==> src/rtl/pwr_mode_ctl.sv <==
module pwr_mode_ctl #(
  parameter bit ALT_WAIT = 1'b0,
  parameter int CNT_W    = 17,
  parameter int DIV_W    = 7
) (
  input  logic       clk,
  input  logic       rst_n,
  input  logic       reg_we,
  input  logic [7:0] reg_wdata,
  output logic [7:0] reg_rdata,
  input  logic       sleep_req,
  input  logic       wake_irq,
  input  logic       subtmr_en,
  input  logic       med_req,
  output logic [2:0] mode,
  output logic       cpu_run,
  output logic [1:0] clk_src,
  output logic       med_tick
);
  localparam logic [2:0] ST_RUN      = 3'd0;
  localparam logic [2:0] ST_SLEEP    = 3'd2;
  localparam logic [2:0] ST_SUBSLEEP = 3'd3;
  localparam logic [2:0] ST_STANDBY  = 3'd4;
  localparam logic [2:0] ST_WATCH    = 3'd5;
  localparam logic [2:0] ST_STAB     = 3'd6;
  localparam logic [7:0] CTL_RST     = 8'h07;

  logic [7:0]       ctl_q;
  logic [2:0]       st_q;
  logic [CNT_W-1:0] cnt_q;
  logic [DIV_W-1:0] div_q;
  logic [DIV_W-1:0] div_mask;
  logic [2:0]       sleep_dst;
  logic [CNT_W-1:0] wait_load;

  wire       sby  = ctl_q[7];
  wire [2:0] wsel = ctl_q[6:4];
  wire       lson = ctl_q[3];
  wire [1:0] msel = ctl_q[1:0];

  function automatic int wait_len(input logic [2:0] code);
    case (code)
      3'd0:    return 8192;
      3'd1:    return 16384;
      3'd2:    return ALT_WAIT ? 32768 : 1024;
      3'd3:    return ALT_WAIT ? 65536 : 2048;
      3'd4:    return ALT_WAIT ? 131072 : 4096;
      3'd5:    return 2;
      3'd6:    return 8;
      default: return 16;
    endcase
  endfunction

  assign wait_load = CNT_W'(wait_len(wsel) - 1);
  assign sleep_dst = !sby ? (lson ? ST_SUBSLEEP : ST_SLEEP)
                          : ((lson || subtmr_en) ? ST_WATCH : ST_STANDBY);

  assign reg_rdata = ctl_q;
  assign cpu_run   = (st_q == ST_RUN);
  assign mode      = cpu_run ? {2'b00, lson} : st_q;
  assign clk_src   = lson ? 2'b10 : (med_req ? 2'b01 : 2'b00);
  assign div_mask  = DIV_W'((32'd16 << msel) - 32'd1);
  assign med_tick  = &(div_q | ~div_mask);

  always_ff @(posedge clk or negedge rst_n) begin
    if (!rst_n) begin
      ctl_q <= CTL_RST;
      st_q  <= ST_RUN;
      cnt_q <= '0;
      div_q <= '0;
    end else begin
      div_q <= div_q + 1'b1;
      if (reg_we) ctl_q <= {reg_wdata[7:3], 1'b1, reg_wdata[1:0]};
      case (st_q)
        ST_RUN: if (sleep_req) st_q <= sleep_dst;
        ST_SLEEP, ST_SUBSLEEP: if (wake_irq) st_q <= ST_RUN;
        ST_WATCH:
          if (wake_irq) begin
            if (lson) st_q <= ST_RUN;
            else begin
              st_q  <= ST_STAB;
              cnt_q <= wait_load;
            end
          end
        ST_STANDBY:
          if (wake_irq) begin
            st_q  <= ST_STAB;
            cnt_q <= wait_load;
          end
        ST_STAB:
          if (cnt_q == '0) st_q <= ST_RUN;
          else cnt_q <= cnt_q - 1'b1;
        default: st_q <= ST_RUN;
      endcase
    end
  end
endmodule


==> config.mk <==
export PLATFORM = sky130hd
export DESIGN_NAME = pwr_mode_ctl
export DESIGN_NICKNAME = d
export VERILOG_FILES = /design/src/rtl/pwr_mode_ctl.sv
export SDC_FILE = /design/constraint.sdc
export NUM_CORES = 1
export LEC_CHECK = 0
export ABC_CLOCK_PERIOD_IN_PS = 2470
export BUFFER_PORTS_ARGS = -buffer_cell sky130_fd_sc_hd__buf_2
export CAP_MARGIN = 20
export CORE_MARGIN = 2
export CORE_UTILIZATION = 25
export DETAILED_ROUTE_END_ITERATION = 6
export GPL_TIMING_DRIVEN = 0
export PLACE_DENSITY = 0.52
export SYNTH_ARGS = -nofsm -noshare
export SYNTH_HDL_FRONTEND = slang
export SYNTH_SLANG_ARGS = --single-unit
==> constraint.sdc <==
create_clock -name clk -period 2.47 [get_ports clk]
set_clock_uncertainty 0.1 [all_clocks]
set_input_delay 0.247 -clock clk [delete_from_list [all_inputs] [get_ports clk]]
set_output_delay 0.247 -clock clk [all_outputs]
set_load 0.01 [all_outputs]
==> summary.md <==
| Metric | Value |
|---|---|
| Status | finished clean |
| Die height | 94.02 µm |
| Fin. Hold Viols | 0 |
| Layout cell share with drive strength beyond 1 | 22.22% |
| Cell total after placement | 350 |
| Clk network pwr share | 23.3% |
| Startpoint types | flop |
| Worst-path clk slew | 80 ps |
| RSZ-0062 raised after global routing | false |
| Vias | 1829 |
| Reg power frac | 33.1% |
| Io pins | 30 |
| Initial core utilization | 25.95% |
| CP Data Arrival Time | 2430 ps |
| Top_reg_cell synth | dfrtp_1 |
| Clock root cell | clkbuf_8 |
| Net Count, Synth | 243 |
| Max IR drop VDD | 0.0004259 V |
| Core Box Area | 7807 µm² |
| Max cap viols | 0 |
| Routed WL | 5.139 mm |
| Mapped Area | 2026 µm² |
| Seq/Total Area, Yosys | 42.12% |
| Overflow left after global routing | 0 |
| Final setup vio count | 0 |
| Crit share post-route | 94.78% |
| Leak | 1.053 nW |
| P per Cell Area | 1100 nW/µm² |
| Pin count of the biggest net entering global routing | 35 |
| Die width | 94.02 µm |
| First-pass GRT wire length | 8.756 mm |
| Worst-margin pin slew | 775.2 ps |
| Die ar. | 8839 µm² |
| Gate power share | 43.6% |
| CTS tree | yes |
| # port buffers | 26 |
| Fmax | 0.4272 GHz |
| Initial drt markers | 124 |
| Commonest non-fill, non-tap cell in the layout | dfrtp_1 |
| Number of global-route vias before repair | 1795 |
| Antenna diodes | 0 |
| Clock buffer depth | 2 |
| CP max stage cell | or4b_1 |
| Cells after Synth | 222 |
| Row Count | 32 |
| Worst setup EP type | flop |
| Sw frac | 40.80% |
| Worst Path Max Fanout | 6 |
| Synthesis Warnings | 0 |
| Filler Cells Inserted | 841 |
| HP Class | input port to flop |
| P_int | 1.617 mW |
| CTS Sinks | 34 |
| Synth async-reset ratio | 100.0% |
| RD Place Congestion | 0.8508 |
| CTS Buf Count | 5 |
| Fin. max-slew vios | 0 |
| Layout Cells excl Fill | 363 |
| Syn Area/Cell | 9.125 µm² |
| Tmin final | 2341 ps |
| Worst Path Required | 2550 ps |
| Most frequent cell on the critical path | buf_4 |
| Final nets | 281 |
| DR vias/cell | 5.039 |
| Tot Pwr | 2.732 mW |
| Critical-path cell list | inv_1, ha_1, or4b_1, nor4_4, buf_4, buf_4, nor3_1, o21ba_2, o22a_1 |
| Seq cells post-synth | 34 |
| Routed Antenna Nets | 0 |
| Post-synth EDFFs | 0 |
| Commonest cells after routing, fill and taps aside | 32 x dfrtp_1, 28 x o21ai_0, 27 x buf_2 |
| Crit path kind | flop to flop |
| Total track usage | 12.49% |
| Switching pwr | 1.114 mW |
| Detail Placement HPWL | 3.539 mm |
| DRC | 0 |
| Initial antenna violation count | 0 |
| Drt wl/cell | 14.16 µm |
| Netlist cell types | 52 |
| Peak per-stage delay on the critical path | 490 ps |
| H-tree depth | 2 |
| Slew margin rel. | 48.32% |
| Drt pass-1 iters | 4 |
| Synth-to-Final Area Change | 22.54% |
| Clock latency on the worst-skew pair | 290 ps |
==> worst paths after layout <==
path	endpoint	slack, ps	start	cells past startpoint
max	cnt_q[11]	130	cnt_q[0]	9
min	reg_rdata[6]	70	reg_wdata[6]	3
max reg2reg	cnt_q[11]	130	cnt_q[0]	9
min reg2reg	div_q[0]	350	div_q[0]	1
max in group asynchronous	st_q[1]	1300	rst_n	2
min in group asynchronous	cnt_q[6]	470	rst_n	2
==> state kept, by name, summed over array words and instances, names as in the netlist <==
| signal | cells |
|---|---|
| cnt_q | 17 |
| div_q | 7 |
| reg_rdata | 7 |
| st_q | 3 |
==> metal layers <==
layer	vias to the layer above	wire length, µm	global-route usage, %
li1	889	-	-
met1	874	2501	17.97
met2	58	2302	18.57
met3	8	268	2.729
met4	0	66	3.986
met5	-	0	0
==> Yosys cell counts, types with 2 or more instances <==
master,number,area (µm²)
a31oi_1,2,12.51
nor2_1,11,41.29
xor2_1,4,35.03
o22ai_1,3,18.77
mux2_2,5,56.30
nand2_1,16,60.06
nand3b_1,3,22.52
buf_4,2,15.01
dfrtp_1,32,800.8
nor3_1,9,45.04
o22a_1,2,17.52
o211ai_1,3,22.52
o41ai_1,2,17.52
dfstp_2,2,52.55
nor4_1,6,37.54
inv_1,7,26.28
and3_1,2,12.51
o21ai_0,28,140.1
nand3_1,4,20.02
clkbuf_1,14,52.55
xnor2_1,3,26.28
nor2b_1,2,12.51
o31a_1,2,17.52
ha_1,6,75.07
a22o_1,5,43.79
or3_1,3,18.77
or4_1,4,30.03
a21o_1,3,22.52
nand2b_1,2,12.51
a21oi_1,13,65.06
==> stage by stage <==
stage | setup slack [ps] | utilization [%] | hold slack (ps) | setup TNS [ps] | area, µm²
floorplan | 269.6 | - | -148.6 | 0 | 2026
global placement | -138.6 | 29.25 | 287.2 | -980.9 | 2283
detailed placement | -134.0 | 29.25 | 289.5 | -933.8 | 2283
CTS | 134.5 | 31.43 | 60.92 | 0 | 2454
global route | 4.364 | 31.79 | 84.57 | 0 | 2482
finish | 129.0 | 31.79 | 70.96 | 0 | 2482
==> cell type report <==
type / count / area (µm²) / area share (%)
Buffer: 18 / 85.08 / 3.427
Clock buffer: 5 / 68.82 / 2.772
Clock inverter: 3 / 68.82 / 2.772
Inverter: 7 / 26.28 / 1.058
Multi-Input combinational cell: 163 / 1082 / 43.60
Sequential cell: 34 / 853.3 / 34.37
Tap cell: 102 / 127.6 / 5.141
Timing Repair Buffer: 31 / 170.2 / 6.855
==> what timing repair did <==
action | CTS | global route
hold buffers | 1 | 0
setup endpoints to repair | 10 | 9
pin swaps | 1 | 1
setup buffers | 3 | 1
resized for setup | 0 | 5
endpoints found under the hold margin | 32 | 0
==> cells by family (layout without fill, tap and decap cells) <==
family          after synthesis  after routing  share of synthesized area, %
buf+inv                      25             64                         5.435
flops                        34             34                         42.12
xor+xnor                      7              7                         3.027
other cells                   1              1                        0.1851
simple gates                 69             69                         18.96
compound gates               75             75                         23.78
mux                           5              5                         2.779
fa+ha+maj                     6              6                         3.706
==> power by group through the flow <==
stage | Sequential [mW] | Combinational, mW | Clock [mW]
final | 0.905 | 1.19 | 0.636
after global routing | 0.945 | 1.32 | 0.672
after CTS | 0.903 | 1.16 | 0.653
after detailed placement | 0.913 | 1.15 | 0
after global placement | 0.908 | 1.13 | 0
after floorplan | 0.870 | 0.858 | 0
==> worst max-delay path, delay by kind of cell, from the launching register on <==
family | cells | cell delay [ps]
AO/OA/AOI/OAI | 2 | 360
AND/OR/NAND/NOR | 3 | 800
buffers and inverters | 3 | 400
flip-flops | 1 | 430
adder cells (fa/ha/maj) | 1 | 140
No activity file was read; power rests on OpenSTA's default activity.
